<file path="src/rtl/addr_ptr_pkg.sv">
package addr_ptr_pkg;

    typedef enum logic [1:0] {
        POS_ADDR_HI = 2'b00,
        POS_ADDR_LO = 2'b01,
        POS_DATA    = 2'b10,
        POS_RSVD    = 2'b11
    } byte_pos_e;

endpackage

</file>
<file path="src/rtl/mem_ptr_unit.sv">
module mem_ptr_unit
    import addr_ptr_pkg::*;
#(
    parameter int MEM_AW = 15
) (
    input  logic              clk,
    input  logic              rst_n,
    input  logic              evt,
    input  logic              rd_nwr,
    input  byte_pos_e         pos,
    input  logic [7:0]        byte_in,
    output logic [MEM_AW-1:0] ptr,
    output logic              we,
    output logic              re
);
    localparam int HI_W = MEM_AW - 8;
    localparam logic [MEM_AW-1:0] TOP = {MEM_AW{1'b1}};

    typedef struct packed {
        logic [HI_W-1:0]   hi;
        logic [MEM_AW-1:0] ptr;
    } mem_state_t;

    mem_state_t st_d, st_q;
    logic load_hi, load_lo, access;

    always_comb begin
        load_hi = evt && !rd_nwr && (pos == POS_ADDR_HI);
        load_lo = evt && !rd_nwr && (pos == POS_ADDR_LO);
        access  = evt && (pos == POS_DATA);
        st_d    = st_q;
        if (load_hi) begin
            st_d.hi = byte_in[HI_W-1:0];
        end
        if (load_lo) begin
            st_d.ptr = {st_q.hi, byte_in};
        end else if (access) begin
            st_d.ptr = (st_q.ptr == TOP) ? '0 : st_q.ptr + 1'b1;
        end
    end

    always_ff @(posedge clk or negedge rst_n) begin
        if (!rst_n) st_q <= '0;
        else        st_q <= st_d;
    end

    assign ptr = st_q.ptr;
    assign we  = access && !rd_nwr;
    assign re  = access && rd_nwr;

    AST_MEM_STEP: assert property (@(posedge clk) disable iff (!rst_n)
        (access && st_q.ptr != TOP) |=> st_q.ptr == $past(st_q.ptr) + 1'b1);
    AST_MEM_WRAP: assert property (@(posedge clk) disable iff (!rst_n)
        (access && st_q.ptr == TOP) |=> st_q.ptr == '0);
    AST_MEM_QUIET: assert property (@(posedge clk) disable iff (!rst_n)
        !evt |=> $stable(st_q.ptr));
    AST_MEM_LOAD_LOW: assert property (@(posedge clk) disable iff (!rst_n)
        load_lo |=> st_q.ptr[7:0] == $past(byte_in));
endmodule

</file>
<file path="src/rtl/reg_ptr_unit.sv">
module reg_ptr_unit
    import addr_ptr_pkg::*;
#(
    parameter int REG_LAST = 24,
    parameter int REG_AW   = $clog2(REG_LAST + 1)
) (
    input  logic              clk,
    input  logic              rst_n,
    input  logic              evt,
    input  logic              rd_nwr,
    input  byte_pos_e         pos,
    input  logic [7:0]        byte_in,
    output logic [REG_AW-1:0] ptr,
    output logic              we,
    output logic              re,
    output logic              abort
);
    localparam logic [REG_AW-1:0] LAST_P = REG_AW'(REG_LAST);
    localparam logic [7:0]        LAST_B = 8'(REG_LAST);

    typedef struct packed {
        logic [REG_AW-1:0] ptr;
    } reg_state_t;

    reg_state_t st_d, st_q;
    logic load, access, bad_load, at_last;

    always_comb begin
        load     = evt && !rd_nwr && (pos == POS_ADDR_HI);
        access   = evt && (pos == POS_DATA);
        bad_load = load && (byte_in > LAST_B);
        at_last  = st_q.ptr == LAST_P;
        st_d     = st_q;
        if (load && !bad_load) begin
            st_d.ptr = byte_in[REG_AW-1:0];
        end else if (access && !at_last) begin
            st_d.ptr = st_q.ptr + 1'b1;
        end
    end

    always_ff @(posedge clk or negedge rst_n) begin
        if (!rst_n) st_q <= '0;
        else        st_q <= st_d;
    end

    assign ptr   = st_q.ptr;
    assign we    = access && !rd_nwr;
    assign re    = access && rd_nwr;
    assign abort = bad_load || (access && at_last);

    AST_REG_RANGE: assert property (@(posedge clk) disable iff (!rst_n)
        st_q.ptr <= LAST_P);
    AST_REG_ABORT_HOLD: assert property (@(posedge clk) disable iff (!rst_n)
        abort |=> $stable(st_q.ptr));
    AST_REG_STEP: assert property (@(posedge clk) disable iff (!rst_n)
        (access && !at_last) |=> st_q.ptr == $past(st_q.ptr) + 1'b1);
endmodule

</file>
<file path="src/rtl/addr_ptr_ctrl.sv">
module addr_ptr_ctrl
    import addr_ptr_pkg::*;
#(
    parameter int MEM_AW   = 15,
    parameter int REG_LAST = 24,
    parameter int REG_AW   = $clog2(REG_LAST + 1)
) (
    input  logic              clk,
    input  logic              rst_n,
    input  logic              byte_vld,
    input  logic [7:0]        byte_in,
    input  logic              tgt_sel,
    input  logic              rd_nwr,
    input  logic [1:0]        byte_pos,
    input  logic [7:0]        mem_rdata,
    input  logic [7:0]        reg_rdata,
    output logic [MEM_AW-1:0] mem_addr,
    output logic              mem_we,
    output logic              mem_re,
    output logic [7:0]        mem_wdata,
    output logic [REG_AW-1:0] reg_addr,
    output logic              reg_we,
    output logic              reg_re,
    output logic [7:0]        reg_wdata,
    output logic [7:0]        rd_data,
    output logic              abort
);
    typedef struct packed {
        logic [7:0] rd;
    } top_state_t;

    top_state_t st_d, st_q;
    byte_pos_e  pos;
    logic       mem_evt, reg_evt;

    assign pos     = byte_pos_e'(byte_pos);
    assign mem_evt = byte_vld && !tgt_sel;
    assign reg_evt = byte_vld && tgt_sel;

    mem_ptr_unit #(.MEM_AW(MEM_AW)) u_mem (
        .clk(clk), .rst_n(rst_n), .evt(mem_evt), .rd_nwr(rd_nwr), .pos(pos),
        .byte_in(byte_in), .ptr(mem_addr), .we(mem_we), .re(mem_re)
    );

    reg_ptr_unit #(.REG_LAST(REG_LAST), .REG_AW(REG_AW)) u_reg (
        .clk(clk), .rst_n(rst_n), .evt(reg_evt), .rd_nwr(rd_nwr), .pos(pos),
        .byte_in(byte_in), .ptr(reg_addr), .we(reg_we), .re(reg_re), .abort(abort)
    );

    always_comb begin
        st_d = st_q;
        if (mem_re)      st_d.rd = mem_rdata;
        else if (reg_re) st_d.rd = reg_rdata;
    end

    always_ff @(posedge clk or negedge rst_n) begin
        if (!rst_n) st_q <= '0;
        else        st_q <= st_d;
    end

    assign rd_data   = st_q.rd;
    assign mem_wdata = byte_in;
    assign reg_wdata = byte_in;

    AST_IDLE_SILENT: assert property (@(posedge clk) disable iff (!rst_n)
        !byte_vld |-> !(mem_we || mem_re || reg_we || reg_re || abort));
    AST_ONE_STROBE: assert property (@(posedge clk) disable iff (!rst_n)
        $onehot0({mem_we, mem_re, reg_we, reg_re}));
    AST_RD_CAPTURE: assert property (@(posedge clk) disable iff (!rst_n)
        mem_re |=> rd_data == $past(mem_rdata));
endmodule

</file>
<file path="config.mk">
export PLATFORM = sky130hd
export DESIGN_NAME = addr_ptr_ctrl
export DESIGN_NICKNAME = d
export VERILOG_FILES = /design/src/rtl/addr_ptr_pkg.sv /design/src/rtl/mem_ptr_unit.sv /design/src/rtl/reg_ptr_unit.sv /design/src/rtl/addr_ptr_ctrl.sv
export SDC_FILE = /design/constraint.sdc
export NUM_CORES = 1
export LEC_CHECK = 0
export ABC_CLOCK_PERIOD_IN_PS = 5500
export BUFFER_PORTS_ARGS = -buffer_cell sky130_fd_sc_hd__buf_2
export CORE_MARGIN = 2
export CORE_UTILIZATION = 36
export CTS_CLUSTER_DIAMETER = 100
export DETAILED_ROUTE_END_ITERATION = 16
export PLACE_DENSITY = 0.73
export REMOVE_ABC_BUFFERS = 1
export SLEW_MARGIN = 20
export SYNTH_ARGS = -nofsm -noshare
export SYNTH_HDL_FRONTEND = slang
export SYNTH_SLANG_ARGS = --single-unit
</file>
<file path="constraint.sdc">
create_clock -name clk -period 5.5 [get_ports clk]
set_clock_uncertainty 0.2 [all_clocks]
set_input_delay 1.1 -clock clk [delete_from_list [all_inputs] [get_ports clk]]
set_output_delay 1.1 -clock clk [all_outputs]
set_load 0.01 [all_outputs]
</file>
After elaboration in Yosys (flattened, before gate mapping)

Index checks and enable logic that the tools add are counted.
Widths: inputs -> output; s select.

Bits in registers: 35
Input bits: 31
Word-level logic and storage cells: 44
Output and inout port bits: 49

Muxes and demuxes: 7
Reduce and logical (&&, ||, !) cells: 26
Add/sub/neg operators: 2
$lt $le $gt $ge: 1
Eq/ne operators: 4

Operators with widths:

| cell                  | count |
|---|---|
| $mux 15               | 3 |
| $logic_and 1x1->1     | 17 |
| $mux 8                | 2 |
| $add 15x1->15 const B | 1 |
| $eq 15x15->1 const B  | 1 |
| $mux 5                | 2 |
| $gt 8x5->1 const B    | 1 |
| $reduce_bool 2->1     | 3 |
| $add 5x1->5 const B   | 1 |
| $eq 5x5->1 const B    | 1 |
| $logic_not 1->1       | 4 |
| $eq 2x1->1 const B    | 1 |
| $eq 2x2->1 const B    | 1 |
| $logic_not 2->1       | 1 |
| $logic_or 1x1->1      | 1 |

Longest topological paths before layout

Word-level depth: 7
Mapped depth: 7
Depth with buffers taken out: 6

Cells and area by module

Synthesis repeated with hierarchy kept, for this count alone.

Cells, all modules: 241
Area total of the unflattened synthesis: 2,301.0 µm²

By module, submodules not included:

| module        | area each (µm²) | seq. area each (µm²) | times used | cells each |
|---|---|---|---|---|
| mem_ptr_unit  | 1,371.3         | 550.5                | 1          | 145 |
| addr_ptr_ctrl | 505.5           | 200.2                | 1          | 52 |
| reg_ptr_unit  | 424.2           | 125.1                | 1          | 44 |

Worst setup path after synthesis

No wires, ideal clock.

Path kind: input to output
Start: input port tgt_sel
End: output port mem_we
Buffers on the path: 1
Data required time: 4.200 ns
Path slack: 2.143 ns
Data arrival time: 2.057 ns
Cell stages on the path: 3
Cell sequence: or4bb_1 > clkbuf_1 > nor2_1

Longest elaborated chain between the ends: 4

Ends and longest elaborated chain:

| element           | line                | source |
|---|---|---|
| from (decl)       | addr_ptr_ctrl.sv:12 | `input logic tgt_sel,` |
| $logic_not 1->1   | addr_ptr_ctrl.sv:37 | `assign mem_evt = byte_vld && !tgt_sel;` |
| $logic_and 1x1->1 | addr_ptr_ctrl.sv:37 |  |
| $logic_and 1x1->1 | mem_ptr_unit.sv:30  | `access = evt && (pos == POS_DATA);` |
| $logic_and 1x1->1 | mem_ptr_unit.sv:48  | `assign we = access && !rd_nwr;` |
| to (decl)         | addr_ptr_ctrl.sv:18 | `output logic mem_we,` |

Every way passes these cells.

Worst setup path in the final report

Start: input port tgt_sel
End: output port mem_re

Longest elaborated chain between the ends: 4

Ends and longest elaborated chain:

| element           | line                | source |
|---|---|---|
| $logic_not 1->1   | addr_ptr_ctrl.sv:37 |  |
| $logic_and 1x1->1 | addr_ptr_ctrl.sv:37 |  |
| $logic_and 1x1->1 | mem_ptr_unit.sv:30  |  |
| $logic_and 1x1->1 | mem_ptr_unit.sv:49  | `assign re = access && rd_nwr;` |
| to (decl)         | addr_ptr_ctrl.sv:19 | `output logic mem_re,` |

Every way passes these cells.

==> metrics.txt <==
outcome=finished, final reports clean; cell area after synthesis=roughly 2200 um^2; Filler Cell Count=between 600 and 700; Lkg Pwr=roughly 1.2 nW; Clock transition at path regs=~0.080 ns; initial antenna violation count=0; DR vias=just under 2000; # DRC=0; GRT Overall Usage=0.169; #FFs+latches synth=35; worst-path maximum fanout=17; Remaining Overflow, GRT=0; die height=between 80 and 90 um; Yosys warnings=0; pins over their slew limit=0; CTS tree=built; vias in the first global route=about 1800; slack of the critical path=1.85 ns; Synth Instances=around 230; CTS Sinks=35; commonest non-fill, non-tap cell in the layout=buf_2; clock root cell=clkbuf_8; first-pass GRT wire length=8770 um; initial core utilization=0.374; worst skew pair latency=between 0.2 and 0.3 ns; core box area=roughly 6000 um^2; Mapped Avg Cell Area=9.65 um^2; Setup-failing EPs final=0; Die Wd=between 80 and 90 um; flip-flop and latch area=just under 900 um^2; Final period util=0.664; Fin Setup TNS=0 ns; vias per std cell=5.53; post-CTS setup repair buffer count=0; Die ar.=approximately 6800 um^2; final net count=between 300 and 400; fmax=~0.27 GHz; Crit. End Element=output port; Final Hold Fails=0; IO Port Bufs=just under 80; largest net degree at the start of global routing=36; Seq/Total Area, Yosys=0.393; HPWL after DPL=4060 um; most frequent cells in the layout=buf_2, dfrtp_1, nand2_1, o21ai_0, nand3_1; worst-margin pin slew=about 0.90 ns; Initial DRC Count=about 190; row count=28; I/O pins=80; multi-input logic area=between 1000 and 1500 um^2; Final ANT Viol Nets=0; area delta synth->final=15.4%; peak supply drop=between 0.15 and 0.2 mV; post-placement cell count=between 300 and 400; TritonRoute pass-1 iters=4; share of layout cells above drive strength 1=0.376; Distinct cells, synth=46; hold_buf cts=0; CP startpoint kind=input port; RSZ-0062 raised after global routing=no; Worst Path Arrival=2.35 ns; Final Non-Filler Cells=between 300 and 400; Min-Delay Path Class=flop to flop; Crit Path Class=input port to output port; final wirelength=approximately 5500 um; max cap viols=0; Placement Setup Slack=~1.8 ns; H-tree depth=2; Worst Path Required=4.20 ns; Worst slew margin=0.400; pwr/cell area=approximately 340 nW/um^2; Avg WL per Cell=about 15 um; PostCTS Resize Cnt=0; clock tree buffer depth=2; TritonCTS Buffers=5; RePlAce Congestion=between 0.8 and 0.9; Antenna diodes=0; min cycle time layout=around 3.7 ns
-- layer usage --
metal,up-vias,GRT usage,routed length [um]
li1,931,-,-
met1,941,0.217,2380
met2,81,0.283,2710
met3,5,0.0380,366
met4,0,0.0541,20
met5,-,0,0
-- sequential cells by signal (all words and copies together), names as in the netlist --
register,count
rd_data,8
u_mem.ptr,15
u_mem.st_q,7
u_reg.ptr,5
-- path summary, 6_finish.rpt --
kind	startpoint	endpoint	slack [ns]	cells after the start
setup / recovery	tgt_sel	mem_re	1.85	5
hold / removal	u_mem.st_q[19]	u_mem.ptr[12]	0.33	2
setup reg to reg	u_mem.ptr[0]	u_mem.ptr[4]	3.22	5
hold reg to reg	u_mem.st_q[19]	u_mem.ptr[12]	0.33	2
max in group asynchronous	rst_n	u_mem.ptr[2]	3.91	1
min in group asynchronous	rst_n	rd_data[1]	0.68	1
-- cells in the mapped netlist (all sizes together) --
| library cell | number | area [um^2] |
|---|---|---|
| a31oi | 2 | 12.5 |
| nand4 | 7 | 58.8 |
| mux2 | 8 | 90.1 |
| buf | 35 | 253 |
| a31o | 1 | 8.76 |
| or4bb | 1 | 11.3 |
| nor3 | 3 | 15.0 |
| and3 | 5 | 32.5 |
| a22oi | 5 | 37.5 |
| o311ai | 3 | 26.3 |
| or3 | 2 | 17.5 |
| nand3 | 13 | 65.1 |
| nand2 | 23 | 86.3 |
| o311a | 1 | 10.0 |
| nor4bb | 2 | 20.0 |
| clkbuf | 5 | 18.8 |
| nor4 | 6 | 52.6 |
| and2 | 2 | 12.5 |
| ha | 3 | 37.5 |
| inv | 5 | 18.8 |
| o221ai | 1 | 8.76 |
| a211oi | 1 | 7.51 |
| a221o | 9 | 91.3 |
| nor2 | 4 | 15.0 |
| a21o | 1 | 8.76 |
| nand2b | 1 | 6.26 |
| a21oi | 1 | 5.00 |
| mux2i | 8 | 80.1 |
| and4 | 1 | 10.0 |
| nor2b | 2 | 12.5 |
| xor2 | 2 | 17.5 |
| o31ai | 4 | 30.0 |
| o211ai | 2 | 15.0 |
| or4 | 2 | 15.0 |
| dfrtp | 35 | 876 |
| o21ai | 19 | 95.1 |
| nand4b | 2 | 17.5 |
| o22ai | 1 | 6.26 |
| and4b | 1 | 10.0 |
| xnor2 | 2 | 17.5 |
-- metrics by stage --
| stage | util | hold slack (ns) | instance area, um^2 | power (W) |
|---|---|---|---|---|
| after CTS | 0.431 | 0.326 | 2570 | 0.000892 |
| after floorplan | - | 0.274 | 1960 | 0.000526 |
| after global routing | 0.432 | 0.344 | 2570 | 0.000943 |
| after global placement | 0.412 | 0.300 | 2450 | 0.000650 |
| final | 0.432 | 0.327 | 2570 | 0.000880 |
| after detailed placement | 0.412 | 0.308 | 2450 | 0.000654 |
-- worst max-delay path: stages --
cell,delay [ns]
buf_2,0.13
nor4bb_1,0.26
buf_4,0.20
and2_1,0.42
buf_2,0.23
-- final cells by class --
cell class / instances / share of cell area
Multi-Input combinational cell: 151 / 0.416
Sequential cell: 35 / 0.340
Timing Repair Buffer: 80 / 0.157
Tap cell: 75 / 0.0365
Clock buffer: 5 / 0.0267
Clock inverter: 3 / 0.0170
Inverter: 5 / 0.00729
-- power breakdown --
part	internal, W	total (W)	switching (W)
Sequential	0.000325	0.000408	0.0000827
Combinational	0.000117	0.000238	0.000121
Clock	0.000135	0.000234	0.0000989
Total	0.000577	0.000880	0.000303
-- cells by family after synthesis --
logic type,synth area share
muxes,0.0763
and+or+nand+nor,0.205
DFF,0.393
xor gates and xnor gates,0.0157
buffers and inverters,0.130
AOI/OAI and AO/OA,0.163
adders and majority gates,0.0168
(Power assumes the default switching activity.)
